### src/rtl/ovsrx_pkg.sv
package ovsrx_pkg;

    typedef enum logic [1:0] {
        ST_IDLE     = 2'd0,
        ST_QUALIFY  = 2'd1,
        ST_SETTLE   = 2'd2,
        ST_SAMPLE   = 2'd3
    } rx_state_e;

endpackage

### src/rtl/ovsrx_sync.sv
module ovsrx_sync #(
    parameter int STAGES = 2
) (
    input  logic clk,
    input  logic rst_n,
    input  logic din,
    output logic dout
);
    logic [STAGES-1:0] chain_q;

    generate
        for (genvar g = 0; g < STAGES; g++) begin : g_stage
            if (g == 0) begin : g_first
                always_ff @(posedge clk or negedge rst_n) begin
                    if (!rst_n) chain_q[0] <= 1'b1;
                    else        chain_q[0] <= din;
                end
            end else begin : g_next
                always_ff @(posedge clk or negedge rst_n) begin
                    if (!rst_n) chain_q[g] <= 1'b1;
                    else        chain_q[g] <= chain_q[g-1];
                end
            end
        end
    endgenerate

    assign dout = chain_q[STAGES-1];
endmodule

### src/rtl/ovsrx_shift.sv
module ovsrx_shift #(
    parameter int WIDTH = 8
) (
    input  logic             clk,
    input  logic             rst_n,
    input  logic             shift_en,
    input  logic             bit_in,
    output logic [WIDTH-1:0] word
);
    logic [WIDTH-1:0] sh_q;

    // First bit in ends at position 0 after WIDTH shifts.
    always_ff @(posedge clk or negedge rst_n) begin
        if (!rst_n)        sh_q <= '0;
        else if (shift_en) sh_q <= {bit_in, sh_q[WIDTH-1:1]};
    end

    assign word = sh_q;
endmodule

### src/rtl/ovsrx_ctrl.sv
module ovsrx_ctrl
    import ovsrx_pkg::*;
#(
    parameter int DATA_BITS    = 8,
    parameter int OVS          = 8,
    parameter int QUAL_SAMPLES = 4,
    parameter int SETTLE_CLKS  = 4
) (
    input  logic                 clk,
    input  logic                 rst_n,
    input  logic                 en,
    input  logic                 rx_bit,
    input  logic [DATA_BITS-1:0] word,
    output logic                 shift_en,
    output logic [DATA_BITS-1:0] data_o,
    output logic                 valid_o,
    output logic                 ferr_o,
    output rx_state_e            state_o
);
    localparam int MAXC = (OVS > QUAL_SAMPLES) ?
                          ((OVS > SETTLE_CLKS) ? OVS : SETTLE_CLKS) :
                          ((QUAL_SAMPLES > SETTLE_CLKS) ? QUAL_SAMPLES : SETTLE_CLKS);
    localparam int TW   = $clog2(MAXC) + 1;
    localparam int BW   = $clog2(DATA_BITS + 1);

    localparam logic [TW-1:0] QUAL_LAST   = TW'(QUAL_SAMPLES - 1);
    localparam logic [TW-1:0] SETTLE_LAST = TW'(SETTLE_CLKS - 1);
    localparam logic [TW-1:0] TICK_LAST   = TW'(OVS - 1);
    localparam logic [BW-1:0] BITS_FULL   = BW'(DATA_BITS);

    rx_state_e      state_q, state_d;
    logic [TW-1:0]  tick_q, tick_d;
    logic [BW-1:0]  bits_q, bits_d;
    logic           deliver;

    always_comb begin
        state_d  = state_q;
        tick_d   = tick_q;
        bits_d   = bits_q;
        shift_en = 1'b0;
        deliver  = 1'b0;
        unique case (state_q)
            ST_IDLE: begin
                tick_d = '0;
                bits_d = '0;
                if (en && !rx_bit) begin
                    state_d = ST_QUALIFY;
                    tick_d  = TW'(1);
                end
            end
            ST_QUALIFY: begin
                if (!en || rx_bit) begin
                    state_d = ST_IDLE;
                end else if (tick_q == QUAL_LAST) begin
                    state_d = ST_SETTLE;
                    tick_d  = '0;
                end else begin
                    tick_d = tick_q + TW'(1);
                end
            end
            ST_SETTLE: begin
                if (!en) begin
                    state_d = ST_IDLE;
                end else if (tick_q == SETTLE_LAST) begin
                    state_d = ST_SAMPLE;
                    tick_d  = '0;
                end else begin
                    tick_d = tick_q + TW'(1);
                end
            end
            ST_SAMPLE: begin
                if (!en) begin
                    state_d = ST_IDLE;
                end else if (tick_q == TICK_LAST) begin
                    tick_d = '0;
                    if (bits_q == BITS_FULL) begin
                        deliver = 1'b1;
                        state_d = ST_IDLE;
                    end else begin
                        shift_en = 1'b1;
                        bits_d   = bits_q + BW'(1);
                    end
                end else begin
                    tick_d = tick_q + TW'(1);
                end
            end
            default: state_d = ST_IDLE;
        endcase
    end

    // State register
    always_ff @(posedge clk or negedge rst_n) begin
        if (!rst_n) begin
            state_q <= ST_IDLE;
            tick_q  <= '0;
            bits_q  <= '0;
        end else begin
            state_q <= state_d;
            tick_q  <= tick_d;
            bits_q  <= bits_d;
        end
    end

    // Output register
    always_ff @(posedge clk or negedge rst_n) begin
        if (!rst_n) begin
            data_o  <= '0;
            valid_o <= 1'b0;
            ferr_o  <= 1'b0;
        end else begin
            valid_o <= deliver;
            if (deliver) begin
                data_o <= word;
                ferr_o <= !rx_bit;
            end
        end
    end

    assign state_o = state_q;
endmodule

### src/rtl/ovs_async_rx.sv
module ovs_async_rx
    import ovsrx_pkg::*;
#(
    parameter int DATA_BITS    = 8,
    parameter int OVS          = 8,
    parameter int QUAL_SAMPLES = 4,
    parameter int SETTLE_CLKS  = 4,
    parameter int SYNC_STAGES  = 2
) (
    input  logic       clk,
    input  logic       rst_n,
    input  logic       rx_en,
    input  logic       rxd,
    output logic [7:0] rx_data,
    output logic       rx_valid,
    output logic       rx_ferr
);
    logic                 rx_s;
    logic                 shift_en;
    logic [DATA_BITS-1:0] word;
    logic [DATA_BITS-1:0] data_w;
    rx_state_e            state_w;

    ovsrx_sync #(.STAGES(SYNC_STAGES)) u_sync (
        .clk  (clk),
        .rst_n(rst_n),
        .din  (rxd),
        .dout (rx_s)
    );

    ovsrx_shift #(.WIDTH(DATA_BITS)) u_shift (
        .clk     (clk),
        .rst_n   (rst_n),
        .shift_en(shift_en),
        .bit_in  (rx_s),
        .word    (word)
    );

    ovsrx_ctrl #(
        .DATA_BITS   (DATA_BITS),
        .OVS         (OVS),
        .QUAL_SAMPLES(QUAL_SAMPLES),
        .SETTLE_CLKS (SETTLE_CLKS)
    ) u_ctrl (
        .clk     (clk),
        .rst_n   (rst_n),
        .en      (rx_en),
        .rx_bit  (rx_s),
        .word    (word),
        .shift_en(shift_en),
        .data_o  (data_w),
        .valid_o (rx_valid),
        .ferr_o  (rx_ferr),
        .state_o (state_w)
    );

    assign rx_data = data_w[7:0];
endmodule

### config.mk
export PLATFORM = sky130hd
export DESIGN_NAME = ovs_async_rx
export DESIGN_NICKNAME = d
export VERILOG_FILES = /design/src/rtl/ovsrx_pkg.sv /design/src/rtl/ovsrx_sync.sv /design/src/rtl/ovsrx_shift.sv /design/src/rtl/ovsrx_ctrl.sv /design/src/rtl/ovs_async_rx.sv
export SDC_FILE = /design/constraint.sdc
export NUM_CORES = 1
export LEC_CHECK = 0
export BUFFER_PORTS_ARGS = -buffer_cell sky130_fd_sc_hd__buf_2
export CORE_ASPECT_RATIO = 1.1
export CORE_UTILIZATION = 25
export CTS_CLUSTER_SIZE = 16
export DETAILED_ROUTE_END_ITERATION = 12
export MAX_ROUTING_LAYER = met4
export SYNTH_ARGS = -nofsm -noshare
export SYNTH_HDL_FRONTEND = slang
export SYNTH_HIERARCHICAL = 1
export SYNTH_SLANG_ARGS = --single-unit
export TNS_END_PERCENT = 1
### constraint.sdc
create_clock -name clk -period 3.1 [get_ports clk]
set_clock_uncertainty 0.1 [all_clocks]
set_input_delay 0.62 -clock clk [delete_from_list [all_inputs] [get_ports clk]]
set_output_delay 0.62 -clock clk [all_outputs]
set_load 0.05 [all_outputs]
==> results of run 1 <==
-- registers in the layout, indices dropped and copies added (netlist names) --
| name | count |
|---|---|
| u_ctrl/bits_q | 4 |
| u_ctrl/data_o | 8 |
| u_ctrl/ferr_o | 1 |
| u_ctrl/state_o | 2 |
| u_ctrl/tick_q | 4 |
| u_ctrl/valid_o | 1 |
| u_shift/word | 8 |
| u_sync/chain_q | 1 |
| u_sync/dout | 1 |
-- final cells by class --
cell class / count / share of cell area
Tap cell: 77 / 0.0553
Timing Repair Buffer: 14 / 0.0416
Clock inverter: 3 / 0.0230
Multi-Input combinational cell: 80 / 0.393
Clock buffer: 5 / 0.0395
Sequential cell: 30 / 0.432
Inverter: 7 / 0.0151
-- logic make-up (layout without fill, tap and decap cells) --
kind of cell,count (synthesis),in the layout
adder cells (fa/ha/maj),7,7
AND/OR/NAND/NOR,31,31
AO/OA/AOI/OAI,21,21
multiplexers,18,18
XOR/XNOR,3,3
buffers and inverters,10,29
flip-flops,30,30
-- through the flow --
| step | util | worst slack, ns | instance area, sq um | total power [W] | hold slack (ns) |
|---|---|---|---|---|---|
| 6_report | 0.304 | 0.853 | 1740 | 0.000950 | 0.256 |
| 5_1_grt | 0.304 | 0.669 | 1740 | 0.00101 | 0.259 |
| 4_1_cts | 0.304 | 0.838 | 1740 | 0.000970 | 0.257 |
| 2_1_floorplan | - | 1.24 | 1490 | 0.000532 | 0.224 |
| 3_3_place_gp | 0.285 | 0.934 | 1630 | 0.000569 | 0.246 |
| 3_5_place_dp | 0.285 | 0.852 | 1630 | 0.000573 | 0.247 |
-- worst min-delay path by stage --
stage          cells after the start                to  slack [ns]         startpoint
5_1_grt                            0       u_sync/dout        0.26  u_sync/chain_q[0]
3_5_place_dp                       0       u_sync/dout        0.25  u_sync/chain_q[0]
2_1_floorplan                      0  u_ctrl/bits_q[0]        0.22              rst_n
4_1_cts                            0       u_sync/dout        0.26  u_sync/chain_q[0]
3_3_place_gp                       0       u_sync/dout        0.25  u_sync/chain_q[0]
6_report                           0       u_sync/dout        0.26  u_sync/chain_q[0]
-- routing by layer --
layer / track usage / share of wire / up-vias
met5: - / 0 / -
met4: 0.0404 / 0.012 / 0
met3: 0.0473 / 0.044 / 4
met2: 0.142 / 0.46 / 19
met1: 0.137 / 0.48 / 450
li1: - / - / 464
-- critical path, stage by stage, from the launching register on --
cell and delay, ns:
dfrtp_1 0.37, ha_1 0.40, nand2_1 0.23, nor3_2 0.44
buf_4 0.28, mux2_4 0.31
-- power by group through the flow --
stage / Combinational [W] / Clock, W / Sequential, W
after global placement: 0.000142 / 0 / 0.000428
after CTS: 0.000145 / 0.000403 / 0.000422
after floorplan: 0.000107 / 0 / 0.000425
final: 0.000144 / 0.000385 / 0.000421
after detailed placement: 0.000144 / 0 / 0.000429
after global routing: 0.000167 / 0.000420 / 0.000426
-- placed cells by master (no fill, tap or decap), drive strengths merged, types with 3 or more instances in the layout --
master,count
dfrtp,28
mux2,17
buf,14
inv,7
ha,7
nor2,6
o21ai,6
clkbuf,5
nand2,5
nor2b,4
a21oi,4
nor3,4
xnor2,3
==> results.yml, run 1 <==
status:
  outcome: "finished clean"
logic_synthesis:
  syn_area_per_cell_sq_um: 12.4
  synthSimpleGateAreaFrac: 0.129
  yosys-top-cells-area: "dfrtp_1 47%, mux2_4 8.1%, mux2_2 6.1%"
  synth-xor-area-share: 0.0177
  async_flop_share: 1.00
  synth_top_area_frac: 0.472
  synth_seq_area_share: 0.507
  ys_types: 39
  syn_area_sq_mm: 0.00149
  synth_common_cells: "28 x dfrtp_1, 8 x mux2_2, 8 x mux2_4"
  syn_inst: 120
  synth_largest_area_cell: "dfrtp_1"
  synthFlopType: "dfrtp_1"
  ys_warn_count: 6
  synth_nets: 131
  synth_compound_area_frac: 0.100
  synthAdderAreaFrac: 0.0590
  synth_mux_area_frac: 0.156
  yosysMostFrequentCell: "dfrtp_1"
  ys_ff_latch: 30
  synth_top_family_by_area: "multiplexers"
  synth-edff-count: 0
global_route:
  grt-ovfl-total: 0
  grt_pass1_vias: 967
  grt_first_pass_wirelength_um: 4660
  track_usage: 0.105
  antenna_found_initial: 0
  grt_max_degree: 31
cts:
  cts_root_buffer: "clkbuf_8"
  clock-sinks: 30
  clockBufferDepth: 2
  h-tree-depth: 2
  cts_buffers: 5
  cts_resized: 0
  hold_buffers: 0
  clk_pin_slew_ns: 0.07
  insertion_delay_ns: 0.28
  post-cts-setup-buffers: 0
  cts_tree: "built"
worst_setup_path:
  required_ns: 3.16
  rrSetupSlack_ns: 0.85
  crit_type: "reg -> reg"
  r2r-start: "u_ctrl/state_o[0]"
  cp-start-kind: "register"
  worstSetupStartpoint: "u_ctrl/state_o[0]"
  r2r-end: "u_shift/word[7]"
  cp_max_fo: 11
  arrival_ns: 2.31
  reg2regPathDepth: 5
  critPathCapture: "u_shift/word[7]"
  end_kind: "register"
die:
  die_h_um: 82.8
  die_w_um: 75.5
  core_sq_mm: 0.00573
  start_util: 0.259
  io_pins: 14
  dieArea_sq_mm: 0.00625
  std_cell_rows: 29
sta:
  setup_viol: 0
  drv_slew: 0
  slew_headroom: 0.553
  rsz0062_at_grt: "no"
  finalCriticalPeriod_ns: 2.25
  hold_viol: 0
  tightest_slew_ns: 0.670
  period_share: 0.725
  fin_setup_tns_ns: 0
  fmax_mhz: 445
layout:
  final_cells: 216
  layout-drive-gt1-share: 0.331
  area_growth_pct: 17.4
  ff_latch_area_sq_um: 753
  diodes: 0
  multi_input_area_sq_um: 686
  final.fill_count: 614
  final_nets: 149
placed_design:
  routabilityCongestion: 0.769
  io_buffers: 13
  dp_hpwl_um: 1820
  placed_cells: 208
pwr:
  peakVddDrop_mv: 0.321
  switchingPower_w: 0.000254
  power_frac_comb: 0.151
  pwr-share-seq: 0.444
  p_int_w: 0.000696
  p_per_area_mw_per_mm2: 545
  power_frac_clock: 0.405
  switching_share: 0.268
  leakage_nw: 0.831
worst_hold_path:
  min_path_type: "reg -> reg"
detailed_routing:
  dr.pass1.iters: 4
  drc: 0
  vias: 937
  ant_nets: 0
  wl_um: 2630
  post_drt_via_cell_ratio: 4.34
  drt_iter0_markers: 29
  wl_per_cell_um: 12.2
flow_run:
  drv_cap: 0
Power figures use the tool's default switching activity.
==> run 2, diff against run 1 <==
==> constraint.sdc (replaced) <==
create_clock -name clk -period 2.3 [get_ports clk]
set_clock_uncertainty 0.1 [all_clocks]
set_input_delay 0.46 -clock clk [delete_from_list [all_inputs] [get_ports clk]]
set_output_delay 0.46 -clock clk [all_outputs]
set_load 0.05 [all_outputs]
==> results.yml, run 2 (synthesized netlist as in run 1, its figures left out) <==
pwr:
  peakVddDrop_mv: 0.513
  p_per_area_mw_per_mm2: 806
  leakage_nw: 0.856
  power_w: 0.00144
placed_design:
  dpl_worst_slack_ns: 0.343
  routabilityCongestion: 0.793
  io_buffers: 13
  placed_cells: 210
  dp_hpwl_um: 1840
cts:
  clockBufferDepth: 2
  clk_pin_slew_ns: 0.07
  hold_buffers: 0
  cts_tree: "built"
  insertion_delay_ns: 0.29
  cts_resized: 0
  h-tree-depth: 2
  clock-sinks: 30
  post-cts-setup-buffers: 0
  cts_buffers: 5
  cts_root_buffer: "clkbuf_8"
global_route:
  met2_usage: 0.138
  track_usage: 0.106
  met1_usage: 0.142
  grt_first_pass_wirelength_um: 4770
  grt_max_degree: 31
  grt.busiest_layer: "met1"
  grt_pass1_vias: 975
  use_met3: 0.0376
  antenna_found_initial: 0
  grt-ovfl-total: 0
detailed_routing:
  drc: 0
  ant_nets: 0
  vias: 955
  wl_um: 2680
  dr.pass1.iters: 4
  wl_per_cell_um: 12.3
  drt_iter0_markers: 48
  post_drt_via_cell_ratio: 4.38
die:
  die_w_um: 75.5
  dieArea_sq_mm: 0.00625
  core_sq_mm: 0.00573
  io_pins: 14
  std_cell_rows: 29
  die_h_um: 82.8
  start_util: 0.259
layout:
  layout_commonest_cell: "dfrtp_1"
  final_nets: 151
  final_cells: 218
  final.fill_count: 606
  layout-drive-gt1-share: 0.340
  multi_input_area_sq_um: 686
  mostFrequentLayoutCells: "28 x dfrtp_1, 13 x buf_2, 8 x mux2_2, 8 x mux2_4"
  ff_latch_area_sq_um: 753
  diodes: 0
  area_growth_pct: 20.6
  finish.utilization: 0.313
sta:
  setup_ws_ns: 0.376
  setup_viol: 0
  hold_viol: 0
  period_share: 0.837
  rsz0062_at_grt: "no"
  slew_headroom: 0.557
  tightest_slew_ns: 0.664
  finalCriticalPeriod_ns: 1.92
  drv_slew: 0
  fmax_mhz: 520
  fin_setup_tns_ns: 0
worst_setup_path:
  crit_type: "reg -> reg"
  cp_max_fo: 10
  reg2regPathDepth: 4
  cp-start-kind: "register"
  end_kind: "register"
  arrival_ns: 2.00
  required_ns: 2.38
worst_hold_path:
  min_path_type: "in -> async"
status:
  outcome: "finished clean"
flow_run:
  drv_cap: 0
## run 2: cell count changes in the layout (fill, tap and decap cells not counted), sizes merged
cell and delta:
buf +2, clkinv -2, bufinv +1, clkbuf +1
## run 2: layout make-up
type                       instances  share of cell area
clock buffer                       6              0.0461
sequential                        30               0.420
clock inverter                     2              0.0335
tap                               77              0.0538
multi-input combinational         80               0.383
timing repair buffer              16              0.0489
inverter                           7              0.0147
## run 2: metal layers
metal  vias to the layer above  share of wire
li1                        466              -
met1                       464           0.51
met2                        16           0.43
met3                         9          0.038
met4                         0          0.027
met5                         -              0
## run 2: power breakdown
| part | leakage, nW | switching (W) | internal, W |
|---|---|---|---|
| Clock | 0.0714 | 0.000219 | 0.000462 |
| Combinational | 0.380 | 0.000124 | 0.0000706 |
| Sequential | 0.405 | 0.0000195 | 0.000549 |
| Total | 0.856 | 0.000362 | 0.00108 |
## run 2: worst paths after layout
path	from	end	slack (ns)
max	u_ctrl/state_o[0]	u_ctrl/data_o[7]	0.38
min	rst_n	u_ctrl/data_o[0]	0.1
max reg2reg	u_ctrl/state_o[0]	u_ctrl/data_o[7]	0.38
min reg2reg	u_sync/chain_q[0]	u_sync/dout	0.26
max in group asynchronous	rst_n	u_ctrl/tick_q[3]	1.57
min in group clk	rxd	u_sync/chain_q[0]	0.16
## run 2: critical path, stage by stage, from the launching register on
cell and delay (ns):
dfrtp_1 0.38, ha_1 0.32, nand2_1 0.21, nor3_4 0.42, mux2_2 0.39
## run 2: metrics by stage
stage / hold WS (ns) / instance area [sq um]
floorplan: 0.0644 / 1490
global placement: 0.248 / 1650
detailed placement: 0.249 / 1650
CTS: 0.121 / 1790
global route: 0.148 / 1790
finish: 0.0964 / 1790
